`src/rtl/mdio_ctrl.sv`:
```
module mdio_ctrl #(
  parameter int RST_CYCLES  = 4,
  parameter int DIV_DEFAULT = 39
) (
  input  logic        clk,
  input  logic        rst_n,
  input  logic        reg_we,
  input  logic [1:0]  reg_addr,
  input  logic [15:0] reg_wdata,
  output logic [15:0] reg_rdata,
  output logic        mdc,
  output logic        mdio_o,
  output logic        mdio_oe,
  input  logic        mdio_i
);
  localparam int DIV_W = 7;
  localparam int CW    = DIV_W + 1;
  localparam int RST_W = $clog2(RST_CYCLES + 1);
  localparam logic [1:0] A_CMD = 2'd0, A_DATA = 2'd1, A_STAT = 2'd2, A_CTRL = 2'd3;

  logic [DIV_W-1:0] div_q;
  logic             sup_q, busy_q, rd_q;
  logic [15:0]      data_q;
  logic [63:0]      frame_q;
  logic [6:0]       left_q;
  logic [CW-1:0]    cnt_q, per_q;
  logic [RST_W-1:0] rst_cnt_q;

  wire          resetting = (rst_cnt_q != '0);
  wire          wr_ok     = reg_we && !resetting;
  wire          sreset    = wr_ok && reg_addr == A_CTRL && reg_wdata[0];
  wire          start     = wr_ok && reg_addr == A_CMD && !busy_q && (reg_wdata[15] || reg_wdata[14]);
  wire          is_rd     = reg_wdata[15];
  wire [CW-1:0] half      = per_q >> 1;
  wire          bit_last  = (cnt_q == per_q - 1'b1);
  wire          rise      = (cnt_q == half - 1'b1);
  wire [CW-1:0] per_nxt   = (div_q == '0) ? CW'(2) : ({1'b0, div_q} + 1'b1);

  wire [31:0] payload = {2'b01, is_rd ? 2'b10 : 2'b01, reg_wdata[9:5], reg_wdata[4:0],
                         is_rd ? 2'b00 : 2'b10, is_rd ? 16'h0000 : data_q};

  assign mdc     = busy_q && (cnt_q >= half);
  assign mdio_o  = frame_q[63];
  assign mdio_oe = busy_q && (!rd_q || left_q > 7'd18);

  always_comb begin
    case (reg_addr)
      A_DATA:  reg_rdata = data_q;
      A_STAT:  reg_rdata = {15'h0000, busy_q};
      A_CTRL:  reg_rdata = {div_q, sup_q, 7'h00, resetting};
      default: reg_rdata = 16'h0000;
    endcase
  end

  always_ff @(posedge clk or negedge rst_n) begin
    if (!rst_n) begin
      div_q <= DIV_W'(DIV_DEFAULT); sup_q <= 1'b0; busy_q <= 1'b0; rd_q <= 1'b0;
      data_q <= '0; frame_q <= '0; left_q <= '0; cnt_q <= '0; per_q <= CW'(2);
      rst_cnt_q <= '0;
    end else if (sreset) begin
      rst_cnt_q <= RST_W'(RST_CYCLES);
      div_q <= DIV_W'(DIV_DEFAULT); sup_q <= 1'b0; busy_q <= 1'b0;
      data_q <= '0; frame_q <= '0; left_q <= '0; cnt_q <= '0;
    end else begin
      if (resetting) rst_cnt_q <= rst_cnt_q - 1'b1;
      if (busy_q) begin
        if (rise && rd_q && left_q <= 7'd16) data_q <= {data_q[14:0], mdio_i};
        if (bit_last) begin
          cnt_q   <= '0;
          left_q  <= left_q - 1'b1;
          frame_q <= frame_q << 1;
          if (left_q == 7'd1) busy_q <= 1'b0;
        end else begin
          cnt_q <= cnt_q + 1'b1;
        end
      end
      if (wr_ok && reg_addr == A_CTRL) begin
        div_q <= reg_wdata[15:9];
        sup_q <= reg_wdata[8];
      end
      if (wr_ok && reg_addr == A_DATA && !busy_q) data_q <= reg_wdata;
      if (start) begin
        busy_q  <= 1'b1;
        rd_q    <= is_rd;
        cnt_q   <= '0;
        per_q   <= per_nxt;
        left_q  <= sup_q ? 7'd32 : 7'd64;
        frame_q <= sup_q ? {payload, 32'h0000_0000} : {32'hFFFF_FFFF, payload};
      end
    end
  end
endmodule

```
`config.mk`:
```
export PLATFORM = sky130hd
export DESIGN_NAME = mdio_ctrl
export DESIGN_NICKNAME = d
export VERILOG_FILES = /design/src/rtl/mdio_ctrl.sv
export SDC_FILE = /design/constraint.sdc
export NUM_CORES = 1
export LEC_CHECK = 0
export BUFFER_PORTS_ARGS = -buffer_cell sky130_fd_sc_hd__buf_2
export CAP_MARGIN = 20
export CORE_MARGIN = 3
export CORE_UTILIZATION = 35
export CTS_BUF_LIST = sky130_fd_sc_hd__clkbuf_8 sky130_fd_sc_hd__clkbuf_16
export CTS_CLUSTER_DIAMETER = 120
export CTS_CLUSTER_SIZE = 12
export DETAILED_ROUTE_END_ITERATION = 10
export PLACE_DENSITY = 0.65
export SETUP_SLACK_MARGIN = 0.05
export SLEW_MARGIN = 0
export SYNTH_ARGS = -nofsm -noshare
export SYNTH_HDL_FRONTEND = slang
export SYNTH_SLANG_ARGS = --single-unit
```
`constraint.sdc`:
```
create_clock -name clk -period 2.6 [get_ports clk]
set_clock_uncertainty 0.05 [all_clocks]
set_input_delay 0.39 -clock clk [delete_from_list [all_inputs] [get_ports clk]]
set_output_delay 0.39 -clock clk [all_outputs]
set_load 0.02 [all_outputs]
```
==> flow_summary_export.csv, run 1 <==
group,metric,value,unit
detailed_routing,totalWireLength,18700,µm
timing,fin_crit_sh,103,%
worst_setup_path,worstSetupStartpoint,"per_q[1]",
detailed_routing,vias,5694,
worst_setup_path,critPathKind,"reg -> out",
layout,final_common_cell,"dfrtp_1",
logic_synthesis,ys_async_sr_fraction,100,%
logic_synthesis,netlist_area,0.00655,mm²
pwr,vdd_drop_max,0.555,mV
worst_setup_path,cp.required,2.16,ns
global_routing,groute.usage.overall,19.0,%
floorplan,fp.coreArea,0.0181,mm²
placed_design,dpl_cell_area,0.00736,mm²
logic_synthesis,ys_seq_area_share,44.4,%
clock_tree,path_clk_slew,0.05,ns
pwr,power_frac_comb,36.5,%
detailed_routing,wl_per_cell,18.2,µm
logic_synthesis,ys.flop_type,"dfrtp_1",
clock_tree,clk_latency,0.42,ns
worst_setup_path,endpoint_kind,"output port",
clock_tree,clockBufferDepth,2,
status,violations,"setup timing",
floorplan,num_io_pins,41,
job,cap_violations,0,
layout,design_area,0.00829,mm²
timing,tightest_slew,0.896,ns
status,status,"finished with violations",
detailed_routing,ant_nets,0,
floorplan,die-area,0.0204,mm²
hold_path,hold_class,"in -> reg",
clock_tree,cts_buffers,17,
pwr,p_leak,0.00386,µW
global_routing,grt_max_degree,52,
global_routing,antenna_found_initial,0,
timing,layout_setup_ws,-0.0808,ns
layout,n_antenna_cell,0,
clock_tree,tritoncts,"done",
floorplan,rows,49,
timing,hold_viol_final,0,
detailed_routing,drtPass1Iterations,5,
floorplan,floorplan.initialDensity,36.1,%
global_routing,gr-total-overflow,0,
pwr,power.density,1080,mW/mm²
worst_setup_path,worstPathArrival,2.24,ns
worst_setup_path,r2r-start,"per_q[3]",
worst_setup_path,crit_fanout,2,
clock_tree,clock-sinks,116,
hold_path,hold_path_startpoint,"reg_wdata[11]",
global_routing,grt_pass1_wl,30400,µm
layout,layout_common_cells,"dfrtp_1 (111), nand2_1 (83), buf_4 (63)",
detailed_routing,drcViolationCount,0,
logic_synthesis,synth_nets,749,
timing,layout_min_cycle_time,2.68,ns
placed_design,place_congestion,0.862,
clock_tree,cts_max_level,4,
timing,max_freq,373,MHz
pwr,p_seq_share,37.1,%
timing,rsz0062_at_grt,"yes",
logic_synthesis,syn_area_per_cell,9.22,µm²
layout,drive_gt1_share,26.0,%
detailed_routing,avgViaCountPerCell,5.54,
layout,layout-area-overhead-vs-synth,26.5,%
placed_design,hpwl,12500,µm
detailed_routing,drtIter0Drc,471,
logic_synthesis,syn_inst,710,
global_routing,grt_pass1_vias,5557,
pwr,p_switching,3160,µW
timing,drv_slew,0,
logic_synthesis,ys_ff_latch,116,
pwr,swShare,35.3,%
pwr,p_int,5800,µW
timing,hold_slack,0.170,ns
logic_synthesis,ys.warnings.count,0,
timing,final-setup-viol-count,26,
pwr,p_total,8960,µW
floorplan,die_w,143,µm
layout,final_core_util,45.7,%
worst_setup_path,critPathLaunchType,"register",
floorplan,die_h,143,µm
pwr,pwr-share-clk,26.4,%
clock_tree,clockRootBuffer,"clkbuf_16",
placed_design,port_buffers,40,
logic_synthesis,yosysUniqueCellTypes,54,
logic_synthesis,synth_edf_count,0,
timing,maxSlewHeadroom,40.2,%
layout,fin_nets,827,
-- worst max-delay path, cell delays in order (launching register included) --
cell	delay, ns
dfstp_2	0.53
buf_6	0.10
ha_4	0.19
nand2b_4	0.13
a21o_1	0.17
a21o_1	0.16
a211oi_2	0.17
o21ai_1	0.08
o311a_1	0.15
buf_6	0.14
-- synth_stat cells, drive strengths merged, types with 6 or more instances --
master   count  share of area [%]
clkbuf      45                2.6
inv         18                1.0
o31ai        6               0.69
and3         8               0.76
a21oi       27                2.1
dfrtp      111                 42
xor2        12                1.6
nor3         7               0.53
buf         12               0.84
mux2        16                2.8
xnor2       18                2.4
nand2       84                4.8
ha          17                3.2
o21ai      104                7.9
nor2b       25                2.4
and2         9               0.86
or3          8               0.76
a2bb2oi     35                4.7
nand3       15                1.1
nor2        30                1.7
mux2i       34                5.2
-- flip-flops by register name, summed over array words and instances, names as in the netlist --
signal,flops
rst_cnt_q,3
busy_q,1
data_q,16
per_q,8
div_q,7
sup_q,1
left_q,7
rd_q,1
frame_q,64
cnt_q,8
-- what timing repair did --
action	in CTS	in global routing
setup endpoints to repair	59	97
cloned	2	1
buffers inserted	8	2
pin swaps	9	4
hold buffers	1	0
gates resized for setup	44	42
hold endpoints to repair	2	0
-- per-layer routing --
layer / up-vias / GRT usage, % / wire length (µm)
met5: - / 0 / 0
met1: 2862 / 26.8 / 8730
li1: 2678 / - / -
met4: 0 / 5.95 / 269
met2: 134 / 29.4 / 8740
met3: 20 / 4.19 / 941
-- area by class of cell --
type	count	area [µm²]
clock buffers	19	453
clock inverters	11	135
fillers	1693	9860
inverters	18	67.6
multi-input cells	519	3530
flip-flops and latches	116	2910
well taps	229	287
repair buffers	116	908
-- power groups by stage --
stage | sequential [µW] | combinational, µW | clock, µW
detailed placement | 3290 | 3000 | 0
floorplan | 3080 | 2190 | 0
CTS | 3290 | 3200 | 2400
finish | 3330 | 3270 | 2370
global placement | 3280 | 2920 | 0
global route | 3440 | 3650 | 2490
-- stage by stage --
| step | setup slack, ns | cells | setup TNS (ns) |
|---|---|---|---|
| 5_1_grt | -0.234 | 1028 | -8.27 |
| 3_3_place_gp | -0.0709 | 984 | -0.957 |
| 6_report | -0.0808 | 1028 | -0.618 |
| 2_1_floorplan | 0.00491 | 710 | 0 |
| 3_5_place_dp | -0.0463 | 984 | -0.0710 |
| 4_1_cts | -0.108 | 1025 | -1.58 |
-- final timing paths --
path / to / slack (ns) / depth (start not counted)
max in group asynchronous: div_q[1] / 1.23 / 3
worst min register to register: div_q[2] / 0.45 / 2
min in group asynchronous: left_q[1] / 0.51 / 2
worst min-delay path: div_q[2] / 0.17 / 3
worst max-delay path: mdc / -0.08 / 9
worst max register to register: left_q[3] / -0.07 / 7
-- logic make-up after synthesis --
kind of cell	Yosys count	share of synthesized area, %
AO/OA/AOI/OAI	204	19.4
XOR/XNOR	30	4.01
adder cells (fa/ha/maj)	17	3.25
buffers and inverters	75	4.45
flip-flops	116	44.4
multiplexers	50	7.95
AND/OR/NAND/NOR	218	16.5
Power figures use the tool's default switching activity.
==> run 2: changes to the inputs <==
CORE_UTILIZATION = 42   (was 35)
PLACE_DENSITY = 0.73   (was 0.65)
==> run 2 against run 1 <==
The flow still finishes with violations (setup timing). Die area decreased by 16%. Sequential share of layout area is 0.70 points lower. Total power increased by 5.0%. Largest cell class unchanged. Largest power group is now combinational cells.
==> flow_summary_export.csv, run 2 (synthesis gave the netlist of run 1 again) <==
group,metric,value,unit
global_routing,grt.met2_usage,35.1,%
floorplan,die_h,131,µm
timing,tns,-1.24,ns
worst_setup_path,endpoint_kind,"register",
status,status,"finished with violations",
layout,top_register,"frame_q",
worst_setup_path,worstPathArrival,3.05,ns
global_routing,gr-total-overflow,0,
detailed_routing,totalWireLength,19100,µm
placed_design,place_congestion,0.841,
timing,max_freq,364,MHz
status,violations,"setup timing",
layout,fill_cells,1283,
pwr,vdd_drop_max,0.560,mV
worst_setup_path,crit_fanout,6,
clock_tree,cts_buffers,17,
global_routing,grt_max_degree,46,
job,cap_violations,0,
timing,rsz0062_at_grt,"yes",
pwr,p_leak,0.00397,µW
detailed_routing,ant_nets,0,
clock_tree,tritoncts,"done",
floorplan,floorplan.initialDensity,43.1,%
worst_setup_path,r2r-start,"per_q[3]",
layout,instances_no_fill,993,
floorplan,die_w,131,µm
global_routing,antenna_found_initial,0,
layout,largestRegisters,"frame_q x64, data_q x16",
floorplan,num_io_pins,41,
timing,hold_viol_final,0,
placed_design,placed_cells,941,
clock_tree,clockRootBuffer,"clkbuf_16",
timing,drv_slew,0,
worst_setup_path,critPathKind,"reg -> reg",
clock_tree,path_clk_slew,0.06,ns
clock_tree,cts_max_level,4,
layout,layout_common_cells,"dfrtp_1 (111), nand2_1 (83), o21ai_0 (64)",
detailed_routing,drcViolationCount,0,
detailed_routing,wl_per_cell,19.3,µm
global_routing,use_met3,5.37,%
timing,layout_setup_ws,-0.144,ns
timing,hold_slack,0.174,ns
global_routing,groute.usage.overall,22.3,%
clock_tree,clock-sinks,116,
detailed_routing,avgViaCountPerCell,5.87,
placed_design,hpwl,12300,µm
pwr,power.density,1110,mW/mm²
hold_path,hold_path_startpoint,"reg_wdata[4]",
detailed_routing,drtIter0Drc,550,
detailed_routing,drtPass1Iterations,5,
global_routing,busiest_layer,"met2",
clock_tree,clk_latency,0.42,ns
clock_tree,clockBufferDepth,2,
layout,fin_nets,831,
worst_setup_path,worstSetupStartpoint,"per_q[3]",
floorplan,die-area,0.0171,mm²
placed_design,port_buffers,40,
layout,largest_reg_flops,64,
hold_path,hold_class,"in -> reg",
layout,n_antenna_cell,0,
layout,drive_gt1_share,26.3,%
detailed_routing,vias,5830,
timing,final-setup-viol-count,40,
global_routing,grt_pass1_vias,5565,
timing,fin_crit_sh,106,%
layout,final_common_cell,"dfrtp_1",
worst_setup_path,critPathLaunchType,"register",
global_routing,grt_pass1_wl,29500,µm
layout,layout-area-overhead-vs-synth,29.1,%
worst_setup_path,cp.required,2.90,ns
floorplan,fp.coreArea,0.0152,mm²
timing,maxSlewHeadroom,57.8,%
timing,tightest_slew,0.634,ns
timing,layout_min_cycle_time,2.74,ns
global_routing,globalRouteMet1Util,30.9,%
floorplan,rows,45,
-- run 2: repair_timing --
item                                   in CTS  in global routing
resized for setup                          53                 54
pin swaps                                  13                 18
hold buffers                                1                  0
cloned                                      3                  6
buffers inserted                            7                  5
setup endpoints to repair                  27                 92
endpoints found under the hold margin      40                  0
-- run 2: per-stage QoR --
step                      setup WS, ns  total power, µW  util (%)  instance area [µm²]
after floorplan                0.00491             5260         -                 6570
after global placement          0.0254             6210      47.9                 7280
after detailed placement      -0.00202             6310      47.9                 7280
after CTS                       -0.128             9200      53.6                 8150
after global routing            -0.193             9970      55.6                 8450
final                           -0.144             9420      55.6                 8450
-- run 2: critical path, cell delays in order, from the launching register on --
cell	delay, ns
dfrtp_1	0.38
or4_4	0.54
or3_4	0.34
a211oi_2	0.29
nand4_1	0.17
buf_6	0.18
buf_8	0.14
buf_6	0.13
or3_4	0.33
a21oi_2	0.13
-- run 2: final timing paths --
path	endpoint	slack, ns	depth (start not counted)
hold reg to reg	div_q[2]	0.45	2
setup / recovery	left_q[2]	-0.14	9
hold / removal	frame_q[22]	0.17	3
max in group asynchronous	div_q[0]	1.27	3
min in group asynchronous	frame_q[58]	0.49	2
setup reg to reg	left_q[2]	-0.14	9
-- run 2: area by class of cell --
class,instances,area [µm²],area share [%]
well taps,188,235,2.78
clock buffers,19,453,5.36
clock inverters,13,214,2.53
flip-flops and latches,116,2910,34.4
repair buffers,120,1030,12.2
inverters,18,67.6,0.799
multi-input cells,519,3540,41.9
-- run 2: layer usage --
metal,vias up,share of wire (%)
li1,2688,-
met2,231,48
met3,36,7.3
met4,0,2.0
met1,2875,43
met5,-,0
-- run 2: power by group --
group	switching, µW	internal, µW	total [µW]
Clock	837	1830	2670
Combinational	1700	1690	3390
Sequential	724	2640	3360
Total	3260	6160	9420
==> run 3: changes to the inputs <==
CTS_BUF_LIST = not set   (was sky130_fd_sc_hd__clkbuf_8 sky130_fd_sc_hd__clkbuf_16)
CTS_CLUSTER_SIZE = 30   (was 12)
PLACE_DENSITY = 0.71   (was 0.73)
clock period = 2.9 ns   (was 2.6 ns; I/O delays follow)
==> run 3 against run 2 <==
The run now ends clean. Via count decreased by 4.3%. Critical path depth did not move. First-iteration DRC count decreased by 30%. Wire length is 9.1% lower. Clock power fell by 29%. Fmax down 4.1%. Critical path type unchanged.
==> flow_summary_export.csv, run 3 (synthesis gave the netlist of run 1 again) <==
group,metric,value,unit
status,status,"complete, no violations",
worst_setup_path,crit_fanout,5,
floorplan,die-area,0.0171,mm²
layout,largest_reg_flops,64,
layout,multi_input_area,0.00337,mm²
timing,hold_viol_final,0,
detailed_routing,drtIter0Drc,384,
floorplan,die_h,131,µm
timing,drv_slew,0,
clock_tree,clockRootBuffer,"clkbuf_16",
global_routing,gr-total-overflow,0,
worst_setup_path,critPathLaunchType,"register",
layout,regArea,0.00291,mm²
clock_tree,clockBufferDepth,2,
layout,drive_gt1_share,19.0,%
global_routing,grt_pass1_vias,5432,
worst_setup_path,worstReg2RegEnd,"left_q[5]",
placed_design,place_congestion,0.882,
global_routing,grt_pass1_wl,28200,µm
timing,max_freq,350,MHz
detailed_routing,route.met2.wl,8090,µm
global_routing,groute.usage.overall,21.1,%
floorplan,floorplan.initialDensity,43.1,%
worst_setup_path,ff2ff_path_depth,9,
floorplan,fp.coreArea,0.0152,mm²
pwr,p_leak,0.00364,µW
timing,tightest_slew,0.823,ns
detailed_routing,drtPass1Iterations,6,
layout,final_core_util,51.2,%
worst_setup_path,r2r-start,"per_q[1]",
detailed_routing,vias,5579,
hold_path,hold_class,"in -> reg",
placed_design,port_buffers,40,
placed_design,hpwl,11400,µm
pwr,swShare,35.3,%
timing,layout_min_cycle_time,2.86,ns
clock_tree,clk_latency,0.41,ns
timing,fin_crit_sh,98.6,%
hold_path,hold_path_startpoint,"reg_wdata[3]",
worst_setup_path,cp.required,3.16,ns
layout,fin_nets,799,
worst_setup_path,worstSetupStartpoint,"per_q[1]",
floorplan,die_w,131,µm
detailed_routing,avgViaCountPerCell,5.82,
floorplan,rows,45,
pwr,p_switching,2660,µW
pwr,vdd_drop_max,0.486,mV
detailed_routing,drt-met1-wl,7790,µm
detailed_routing,wl_per_cell,18.1,µm
pwr,p_seq_share,39.2,%
layout,layout-area-overhead-vs-synth,18.9,%
detailed_routing,dr.max_layer_used,"met4",
layout,largestRegisters,"frame_q x64, data_q x16",
timing,tns,0,ns
detailed_routing,dr_wl_met3,1170,µm
global_routing,grt_max_degree,46,
pwr,power_frac_comb,35.7,%
layout,layout_common_cells,"dfrtp_1 (111), o21ai_0 (103), nand2_1 (84)",
worst_setup_path,worstPathArrival,3.12,ns
worst_setup_path,endpoint_kind,"register",
global_routing,antenna_found_initial,0,
clock_tree,tritoncts,"done",
timing,final-setup-viol-count,0,
layout,top_register,"frame_q",
worst_setup_path,critPathKind,"reg -> reg",
layout,fill_cells,1403,
clock_tree,path_clk_slew,0.06,ns
clock_tree,cts_max_level,4,
timing,maxSlewHeadroom,45.1,%
clock_tree,clock-sinks,116,
worst_setup_path,rrSetupSlack,0.04,ns
detailed_routing,drcViolationCount,0,
job,cap_violations,0,
pwr,pwr-share-clk,25.1,%
clock_tree,cts_buffers,17,
detailed_routing,ant_nets,0,
layout,n_antenna_cell,0,
pwr,p_int,4870,µW
layout,final_common_cell,"dfrtp_1",
detailed_routing,totalWireLength,17400,µm
floorplan,num_io_pins,41,
pwr,power.density,968,mW/mm²
worst_setup_path,cp-endpoint,"left_q[5]",
-- run 3: timing repair --
| item | 4_1_cts | 5_1_grt |
|---|---|---|
| resized for setup | 0 | 6 |
| hold endpoints to repair | 9 | 0 |
| buffers inserted | 1 | 9 |
| pin swaps | 0 | 2 |
| hold buffers | 1 | 0 |
| endpoints found under the setup margin | 1 | 68 |
| cloned | 0 | 2 |
-- run 3: how the worst min path moves through the flow --
| stage | end | slack, ns | depth (start not counted) |
|---|---|---|---|
| 5_1_grt | frame_q[20] | 0.25 | 3 |
| 3_3_place_gp | div_q[2] | 0.43 | 2 |
| 6_report | frame_q[21] | 0.23 | 3 |
| 2_1_floorplan | busy_q | 0.09 | 0 |
| 3_5_place_dp | frame_q[0] | 0.43 | 1 |
| 4_1_cts | frame_q[21] | 0.21 | 3 |
-- run 3: critical path: stages, from the launching register on --
cell      delay [ns]
dfstp_2         0.55
inv_1           0.07
ha_1            0.25
or3_1           0.43
a31oi_1         0.21
a41o_1          0.17
nand4_1         0.09
buf_4           0.17
or4_1           0.48
a311oi_1        0.29
-- run 3: final cells by class --
class | instances | share of cell area, %
Clock buffer | 24 | 6.06
Clock inverter | 5 | 0.691
Inverter | 18 | 0.868
Multi-Input combinational cell | 519 | 43.3
Sequential cell | 116 | 37.4
Tap cell | 188 | 3.02
Timing Repair Buffer | 88 | 8.71
-- run 3: stage by stage --
stage,total power (µW),instance area (µm²),instances,hold slack (ns),setup WS (ns)
4_1_cts,7420,7650,947,0.212,0.0821
3_3_place_gp,5430,7100,916,0.429,0.170
3_5_place_dp,5480,7100,916,0.428,0.122
5_1_grt,8040,7780,958,0.247,-0.0448
6_report,7530,7780,958,0.229,0.0394
2_1_floorplan,4690,6550,710,0.0894,0.165
-- run 3: power by group through the flow --
stage | clock [µW] | combinational (µW) | sequential [µW]
detailed placement | 0 | 2540 | 2950
global placement | 0 | 2480 | 2950
floorplan | 0 | 1930 | 2760
global route | 1990 | 3010 | 3050
finish | 1890 | 2690 | 2950
CTS | 1920 | 2560 | 2940
-- run 3: routing by layer --
metal | up-vias | global-route usage, %
li1 | 2625 | -
met1 | 2727 | 29.4
met2 | 199 | 32.5
met3 | 28 | 4.23
met4 | 0 | 8.47
met5 | - | 0
